==> src/rtl/dc_steer_pkg.sv <==
// Package: shared definitions for the decode steering block.
// Assumes: slot 0 is the only slot that accepts multi-micro-op instructions.
package dc_steer_pkg;

    // Role a decode slot plays in the steering decision.
    typedef enum logic [0:0] {
        SLOT_LEAD = 1'b0,   // accepts any micro-op count
        SLOT_TAIL = 1'b1    // accepts single micro-op instructions only
    } slot_role_e;

    // Role of slot index k.
    function automatic slot_role_e role_of(input int k);
        return (k == 0) ? SLOT_LEAD : SLOT_TAIL;
    endfunction

endpackage

==> src/rtl/dc_uop_count.sv <==
// Module: dc_uop_count
// Computes the effective micro-op count of one descriptor after optional
// lamination of 64-bit micro-op pairs. Assumes the raw count is nonzero
// for valid descriptors; a count of zero is treated as single.
module dc_uop_count #(
    parameter int UOPW = 3
) (
    input  logic [UOPW-1:0] raw_uops,
    input  logic            is_vec,
    input  logic            lam_en,
    output logic [UOPW-1:0] eff_uops,
    output logic            lam,
    output logic            single
);
    localparam int WIDE = UOPW + 1;

    logic [WIDE-1:0] rounded;

    // Fold pairs: a vector op with two or more micro-ops becomes ceil(u/2).
    always_comb begin
        rounded  = {1'b0, raw_uops} + WIDE'(1);
        lam      = is_vec && lam_en && (raw_uops >= UOPW'(2));
        eff_uops = lam ? rounded[UOPW:1] : raw_uops;
        single   = (eff_uops <= UOPW'(1));
    end

endmodule

==> src/rtl/dc_slot_select.sv <==
// Module: dc_slot_select
// Decides which descriptors enter the decode slots this cycle. Slot 0
// takes the oldest valid descriptor; tail slots take a descriptor only if
// every older one was taken and it is single micro-op. Assumes bit 0 of
// each vector is the oldest descriptor.
module dc_slot_select
    import dc_steer_pkg::*;
#(
    parameter int SLOTS = 3,
    parameter int CNTW  = $clog2(SLOTS + 1)
) (
    input  logic [SLOTS-1:0] vld,
    input  logic [SLOTS-1:0] single,
    output logic [SLOTS-1:0] take,
    output logic [CNTW-1:0]  count
);
    genvar k;
    generate
        for (k = 0; k < SLOTS; k++) begin : g_slot
            if (role_of(k) == SLOT_LEAD) begin : g_lead
                // Lead slot: any valid descriptor fits.
                always_comb take[k] = vld[k];
            end else begin : g_tail
                // Tail slot: in-order chain plus single micro-op limit.
                always_comb take[k] = take[k-1] && vld[k] && single[k];
            end
        end
    endgenerate

    // Population of the prefix mask is the number consumed.
    always_comb begin
        count = '0;
        for (int i = 0; i < SLOTS; i++) begin
            count = count + CNTW'(take[i]);
        end
    end

endmodule

==> src/rtl/dc_out_reg.sv <==
// Module: dc_out_reg
// Holds the per-slot micro-op descriptors for downstream with a
// valid/ready handshake. Loads when empty or when downstream accepts;
// otherwise keeps its contents. Assumes take is a prefix mask.
module dc_out_reg #(
    parameter int SLOTS = 3,
    parameter int UOPW  = 3,
    parameter int TAGW  = 4,
    parameter int SEQW  = 6
) (
    input  logic              clk,
    input  logic              rst_n,
    input  logic              load,
    input  logic [SLOTS-1:0]  take,
    input  logic [SLOTS-1:0]  lam,
    input  logic [SLOTS*UOPW-1:0] nuop,
    input  logic [SLOTS*TAGW-1:0] tag,
    input  logic [SLOTS*SEQW-1:0] seq,
    input  logic              out_ready,
    output logic              out_valid,
    output logic [SLOTS-1:0]  out_slot_vld,
    output logic [SLOTS-1:0]  out_lam,
    output logic [SLOTS*UOPW-1:0] out_nuop,
    output logic [SLOTS*TAGW-1:0] out_tag,
    output logic [SLOTS*SEQW-1:0] out_seq
);
    // Valid and slot flags: cleared on reset, refreshed on each load.
    always_ff @(posedge clk) begin
        if (!rst_n) begin
            out_valid    <= 1'b0;
            out_slot_vld <= '0;
        end else if (load) begin
            out_valid    <= |take;
            out_slot_vld <= take;
        end
    end

    genvar k;
    generate
        for (k = 0; k < SLOTS; k++) begin : g_slot
            // Payload of slot k: captured on load, zeroed when slot unused.
            always_ff @(posedge clk) begin
                if (!rst_n) begin
                    out_lam[k]                  <= 1'b0;
                    out_nuop[k*UOPW +: UOPW]    <= '0;
                    out_tag[k*TAGW +: TAGW]     <= '0;
                    out_seq[k*SEQW +: SEQW]     <= '0;
                end else if (load) begin
                    out_lam[k]                  <= take[k] & lam[k];
                    out_nuop[k*UOPW +: UOPW]    <= take[k] ? nuop[k*UOPW +: UOPW] : '0;
                    out_tag[k*TAGW +: TAGW]     <= take[k] ? tag[k*TAGW +: TAGW] : '0;
                    out_seq[k*SEQW +: SEQW]     <= take[k] ? seq[k*SEQW +: SEQW] : '0;
                end
            end

            if (k > 0) begin : g_tail_chk
                // Tail slots never hold a multi-micro-op instruction.
                p_tail_single_r3: assert property (@(posedge clk) disable iff (!rst_n)
                    out_slot_vld[k] |-> (out_nuop[k*UOPW +: UOPW] == UOPW'(1)));
                // Filled slots form a prefix: slot k implies slot k-1.
                p_prefix_r4: assert property (@(posedge clk) disable iff (!rst_n)
                    out_slot_vld[k] |-> out_slot_vld[k-1]);
            end
        end
    endgenerate

    // A stalled assignment stays in place until accepted.
    p_hold_r7: assert property (@(posedge clk) disable iff (!rst_n)
        (out_valid && !out_ready) |=> (out_valid && $stable(out_slot_vld) &&
        $stable(out_lam) && $stable(out_nuop) && $stable(out_tag) && $stable(out_seq)));

    // An offered assignment always uses the lead slot.
    p_lead_used_r9: assert property (@(posedge clk) disable iff (!rst_n)
        out_valid |-> out_slot_vld[0]);

endmodule

==> src/rtl/dc_steer.sv <==
// Module: dc_steer (top)
// Steering stage of a three-wide decoder with micro-op lamination.
// Computes effective micro-op counts per descriptor, selects an in-order
// prefix that fits the asymmetric slots, reports the consumed count and
// registers the slot assignment behind a valid/ready handshake.
// Assumes the source removes exactly in_take descriptors each cycle.
module dc_steer #(
    parameter int SLOTS = 3,
    parameter int UOPW  = 3,
    parameter int TAGW  = 4,
    parameter int SEQW  = 6,
    localparam int CNTW = $clog2(SLOTS + 1)
) (
    input  logic                  clk,
    input  logic                  rst_n,
    input  logic                  lam_en,
    input  logic [SLOTS-1:0]      in_vld,
    input  logic [SLOTS*UOPW-1:0] in_uops,
    input  logic [SLOTS-1:0]      in_vec,
    input  logic [SLOTS*TAGW-1:0] in_tag,
    input  logic [SLOTS*SEQW-1:0] in_seq,
    output logic [CNTW-1:0]       in_take,
    output logic                  out_valid,
    input  logic                  out_ready,
    output logic [SLOTS-1:0]      out_slot_vld,
    output logic [SLOTS-1:0]      out_lam,
    output logic [SLOTS*UOPW-1:0] out_nuop,
    output logic [SLOTS*TAGW-1:0] out_tag,
    output logic [SLOTS*SEQW-1:0] out_seq
);
    logic [SLOTS*UOPW-1:0] eff_uops;
    logic [SLOTS-1:0]      lam;
    logic [SLOTS-1:0]      single;
    logic [SLOTS-1:0]      take;
    logic [CNTW-1:0]       count;
    logic                  load;

    genvar k;
    generate
        for (k = 0; k < SLOTS; k++) begin : g_cnt
            dc_uop_count #(.UOPW(UOPW)) u_cnt (
                .raw_uops (in_uops[k*UOPW +: UOPW]),
                .is_vec   (in_vec[k]),
                .lam_en   (lam_en),
                .eff_uops (eff_uops[k*UOPW +: UOPW]),
                .lam      (lam[k]),
                .single   (single[k])
            );
        end
    endgenerate

    dc_slot_select #(.SLOTS(SLOTS), .CNTW(CNTW)) u_sel (
        .vld    (in_vld),
        .single (single),
        .take   (take),
        .count  (count)
    );

    // Register may load when empty or when downstream takes its contents.
    always_comb begin
        load    = !out_valid || out_ready;
        in_take = load ? count : '0;
    end

    dc_out_reg #(.SLOTS(SLOTS), .UOPW(UOPW), .TAGW(TAGW), .SEQW(SEQW)) u_out (
        .clk          (clk),
        .rst_n        (rst_n),
        .load         (load),
        .take         (take),
        .lam          (lam),
        .nuop         (eff_uops),
        .tag          (in_tag),
        .seq          (in_seq),
        .out_ready    (out_ready),
        .out_valid    (out_valid),
        .out_slot_vld (out_slot_vld),
        .out_lam      (out_lam),
        .out_nuop     (out_nuop),
        .out_tag      (out_tag),
        .out_seq      (out_seq)
    );

    // Nothing is consumed while the held assignment is refused.
    p_no_take_stall_r7: assert property (@(posedge clk) disable iff (!rst_n)
        (out_valid && !out_ready) |-> (in_take == '0));

    // Any consumption shows up as an offered assignment next cycle.
    p_take_offered_r9: assert property (@(posedge clk) disable iff (!rst_n)
        (in_take != '0) |=> out_valid);

    // Folding is only reported when enabled on the cycle of the load.
    p_lam_gate_r6: assert property (@(posedge clk) disable iff (!rst_n)
        (load && !lam_en) |=> (out_lam == '0));

endmodule

==> config.mk <==
export PLATFORM = sky130hd
export DESIGN_NAME = dc_steer
export DESIGN_NICKNAME = d
export VERILOG_FILES = /design/src/rtl/dc_steer_pkg.sv /design/src/rtl/dc_uop_count.sv /design/src/rtl/dc_slot_select.sv /design/src/rtl/dc_out_reg.sv /design/src/rtl/dc_steer.sv
export SDC_FILE = /design/constraint.sdc
export NUM_CORES = 1
export LEC_CHECK = 0
export ABC_AREA = 1
export BUFFER_PORTS_ARGS = -buffer_cell sky130_fd_sc_hd__buf_2
export CAP_MARGIN = 40
export CORE_ASPECT_RATIO = 1.1
export CORE_MARGIN = 1
export CORE_UTILIZATION = 26
export DETAILED_ROUTE_END_ITERATION = 10
export HOLD_SLACK_MARGIN = 0.1
export PLACE_DENSITY = 0.6
export SLEW_MARGIN = 15
export SYNTH_ARGS = -nofsm -noshare
export SYNTH_HDL_FRONTEND = slang
export SYNTH_SLANG_ARGS = --single-unit
==> constraint.sdc <==
create_clock -name clk -period 1.66 [get_ports clk]
set_input_delay 0.083 -clock clk [delete_from_list [all_inputs] [get_ports clk]]
set_output_delay 0.083 -clock clk [all_outputs]
set_load 0.01 [all_outputs]
Yosys cells after proc, flatten, opt, wreduce, memory -nomap -nowiden

Cells that the tools add are included.

Logic and storage cells: 53
Input port bits: 49
Output and inout port bits: 48
Flip-flop bits (word level): 46

$lt $le $gt $ge: 5
Bitwise gates (word level): 3
Reductions and logical operators: 13
$add $sub $neg: 5
Multiplexer cells: 13

Operators with widths:

| cell                  | count |
|---|---|
| $mux W3               | 6 |
| $mux W6               | 3 |
| $add A3 B1 Y4 const B | 3 |
| $mux W4               | 3 |
| $logic_and A1 B1 Y1   | 10 |
| $ge A3 B2 Y1 const B  | 3 |
| $le A3 B1 Y1 const B  | 2 |
| $and A1 B1 Y1         | 3 |
| $reduce_or A3 Y1      | 1 |
| $add A1 B1 Y2         | 1 |
| $add A2 B1 Y2         | 1 |
| $mux W2               | 1 |
| $logic_not A1 Y1      | 1 |
| $logic_or A1 B1 Y1    | 1 |

Logic depth before layout (Yosys ltp)

Word-level depth: 9
Mapped depth: 10
Gate-level depth less buffers: 10

Cells and area by module

A second synthesis with hierarchy kept.

Cell total of the unflattened synthesis: 280
Area, all modules: 2,018.2 µm²

Modules (own cells, without submodules):

| module         | times used | area an instance (µm²) | cells each | sequential area each (µm²) |
|---|---|---|---|---|
| dc_out_reg     | 1          | 1,600.3                | 202        | 920.9 |
| dc_uop_count   | 3          | 113.9                  | 22         | 0.0 |
| dc_slot_select | 1          | 51.3                   | 6          | 0.0 |
| dc_steer       | 1          | 25.0                   | 6          | 0.0 |

Least setup slack after synthesis

Ideal clock, no wire load.

Path type: input port to output port
Start point: input in_uops[6]
End point: output in_take[0]
Required time: 1.577 ns
Data arrival time: 1.447 ns
Setup slack: 0.130 ns
Stages on the path: 10
Buffers on the path: 0
Cell sequence: inv_1 > ha_1 > inv_1 > a21oi_1 > nand3_1 > nand2_2 > nor2_1 > fa_1 > inv_1 > nor2_1

Word-level cells in the longest chain between the ends: 7
Elaborated cells on any way between the ends: 8
Those cells by class: add/sub (2); order compare (2); mux (2); reduce/logical (2)

RTL lines:

| item                  | line                 | text |
|---|---|---|
| start: declaration    | dc_steer.sv:18       | `input logic [SLOTS*UOPW-1:0] in_uops,` |
| $ge A3 B2 Y1          | dc_uop_count.sv:22   | `lam = is_vec && lam_en && (raw_uops >= UOPW'(2));` |
| $logic_and A1 B1 Y1   | dc_uop_count.sv:22   |  |
| $mux W3 *             | dc_uop_count.sv:23   | `eff_uops = lam ? rounded[UOPW:1] : raw_uops;` |
| $le A3 B1 Y1 *        | dc_uop_count.sv:24   | `single = (eff_uops <= UOPW'(1));` |
| $logic_and A1 B1 Y1 * | dc_slot_select.sv:25 | `always_comb take[k] = take[k-1] && vld[k] && single[k];` |
| net take[2]           | dc_steer.sv:34       | `logic [SLOTS-1:0] take;` |
| $add A2 B1 Y2 *       | dc_slot_select.sv:34 | `count = count + CNTW'(take[i]);` |
| $mux W2 *             | dc_steer.sv:62       | `in_take = load ? count : '0;` |
| end: declaration      | dc_steer.sv:22       | `output logic [CNTW-1:0] in_take,` |

The timed path passes the listed nets; every way through them passes the cells marked *.

Worst setup path in the final report

Ends and elaborated chain as after synthesis.

==> metrics.cfg <==
[pwr]
p_sw_frac=0.238
p_seq_frac=0.483
finalPower_mw=2.36
p_leak_nw=1.43
pwr_density_cell_mw_per_mm2=763
pwr-share-clk=0.361
vdd_drop_max_v=0.000361
p_int_mw=1.80
power.switching_uw=561
pwr-share-comb=0.156

[logic_synthesis]
syn-instance-count=252
synth_fa_ha_area_frac=0.0504
syn_nets=308
synthDistinctLibCells=21
syn_avg_cell_area_sq_um=7.49
netlist_area_sq_mm=0.00189
synth_top_family_by_area=simple AND/OR/NAND/NOR gates
synthMuxAreaShare=0
ys_seq_elements=46
synth_xor_area_frac=0.00464
yosys_warnings=0
ys_seq_area_frac=0.488
synthSimpleGateAreaFrac=0.240
synth_compound_area_frac=0.145

[placement]
place.gp.congestion=0.807
place_inst=436
post-place-ws_ns=-0.0634
hpwlAfterDp_mm=3.77
port_buffers=96
place_area_sq_mm=0.00253

[setup_path]
max_stage_delay_ns=0.50
critical_path_class=input port to output port
ff2ff_path_depth=7
critPathLaunch=in_uops[6]
end_kind=output port
cp.required_ns=1.58
critical_path.max_fanout=3
slowest_stage=fa_1
r2r-start=u_out.out_valid
arrival_ns=1.57
r2r_end=u_out.out_lam[1]
endpoint=in_take[0]
crit_path_cell_trace=buf_4, inv_4, ha_4, inv_2, a21oi_2, nand3_2, nand2_2, nor2_4, fa_1, inv_1, nor2_1, buf_2
rrSetupSlack_ns=0.21
start_kind=input port

[sta]
slew_headroom=0.774
skew_ns=0.00548
setup_viol=0
fin_crit_sh=0.996
hold_viol=0
fmax_ghz=0.605
setup_slack_ns=0.00603
min_period_ns=1.65
rsz0062_at_grt=yes
slew_violations=0
tns_ns=0
holdWs_ns=0.142
worst_pin_slew_ns=0.339

[global_route]
gr-total-overflow=0
grt_max_degree=19
antenna_found_initial=0
grt_first_pass_wirelength_mm=9.16
grt_usage=0.151
grt_pass1_vias=1989

[finish]
final_cell_mix=93 x buf_2, 89 x nand2_1, 46 x dfxtp_1
syn_to_final_growth_pct=63.9
instances_no_fill=479
design_area_sq_mm=0.00309
nets=450
post-route-util=0.441
antenna_cells=0
mostFrequentLayoutCell=buf_2
layout-drive-gt1-share=0.360

[clock_tree]
cts_num_sinks=46
htree_levels=2
cts_tree=yes
cts_root_buf=clkbuf_8
clockBufferDepth=2
cts_made_buffers=5
clock_latency_ns=0.29
path_clk_slew_ns=0.09

[floorplanning]
ioPinCount=97
fp-row-count=32
initial_core_util=0.269
die_area_sq_mm=0.00760
die-height_um=91.3
die_w_um=83.2
core_sq_mm=0.00701

[drt]
drt-initial-drc-count=49
postRouteAntennaNets=0
vias=2076
wirelength_mm=5.51
drc=0
dr.pass1.iters=6
avgViaCountPerCell=4.33
detail_route.wl_per_cell_um=11.5

[job]
drv_cap=0

[hold_path]
min_path_type=input port to register

[run_status]
status=completed

[power groups by stage]
stage | sequential (mW) | clock, mW | combinational, mW
finish | 1.14 | 0.850 | 0.368
global placement | 1.16 | 0 | 0.275
global route | 1.14 | 0.939 | 0.410
CTS | 1.14 | 0.891 | 0.347
detailed placement | 1.17 | 0 | 0.280
floorplan | 1.18 | 0 | 0.117
[area by class of cell]
class	count	area (sq um)
clock inverters	1	30.0
fillers	720	3920
inverters	21	87.6
clock buffers	6	82.6
well taps	85	106
multi-input cells	174	907
repair buffers	146	957
flip-flops and latches	46	921
[flip-flops by register name, summed over array words and instances, names as in the netlist]
register,flops
u_out.out_lam,3
u_out.out_tag,12
u_out.out_valid,1
u_out.out_nuop,9
u_out.out_seq,18
u_out.out_slot_vld,3
[critical path: cells and delay by family]
kind / cells / cell delay [ns]
fa+ha+maj: 2 / 0.62
buf+inv: 5 / 0.41
simple gates: 4 / 0.31
compound gates: 1 / 0.16
[synth_stat cells (all sizes together)]
cell type | number | share of area
nand2 | 92 | 0.18
a21oi | 47 | 0.13
dfxtp | 46 | 0.49
inv | 20 | 0.040
nor2 | 15 | 0.036
clkbuf | 9 | 0.018
ha | 6 | 0.040
nand3 | 5 | 0.016
o21ai | 4 | 0.011
buf | 2 | 0.012
clkinv | 1 | 0.0020
fa | 1 | 0.011
o211ai | 1 | 0.0040
o21a | 1 | 0.0040
or2 | 1 | 0.0033
xnor2 | 1 | 0.0046
[how the worst min path moves through the flow]
stage | startpoint | slack (ns) | cells past startpoint | endpoint
3_3_place_gp | in_seq[0] | 0.33 | 3 | u_out.out_seq[0]
4_1_cts | in_uops[1] | 0.13 | 3 | u_out.out_nuop[1]
5_1_grt | in_uops[1] | 0.16 | 3 | u_out.out_nuop[1]
3_5_place_dp | in_seq[4] | 0.34 | 3 | u_out.out_seq[4]
2_1_floorplan | rst_n | 0.21 | 2 | u_out.out_nuop[4]
6_report | in_uops[0] | 0.14 | 3 | u_out.out_nuop[0]
[layer usage]
layer | up-vias | global-route usage | share of wire | wire length [um]
met5 | - | 0 | 0 | 0
met4 | 0 | 0.0417 | 0.011 | 62
met3 | 6 | 0.0391 | 0.054 | 295
met2 | 61 | 0.266 | 0.48 | 2660
met1 | 936 | 0.179 | 0.45 | 2500
li1 | 1073 | - | - | -
[kinds of logic (layout without fill, tap and decap cells)]
logic type,after synthesis,in the layout
adders and majority gates,7,7
DFF,46,46
xor gates and xnor gates,1,1
buffers and inverters,32,174
AOI/OAI and AO/OA,53,53
and+or+nand+nor,113,113
[timing repair]
| item | 4_1_cts | 5_1_grt |
|---|---|---|
| gates cloned | 0 | 0 |
| endpoints found under the hold margin | 36 | 0 |
| hold buffers | 33 | 0 |
| pin swaps | 5 | 12 |
| buffers inserted | 1 | 2 |
| endpoints found under the setup margin | 1 | 5 |
| resized for setup | 9 | 21 |
No activity file was read; power rests on OpenSTA's default activity.
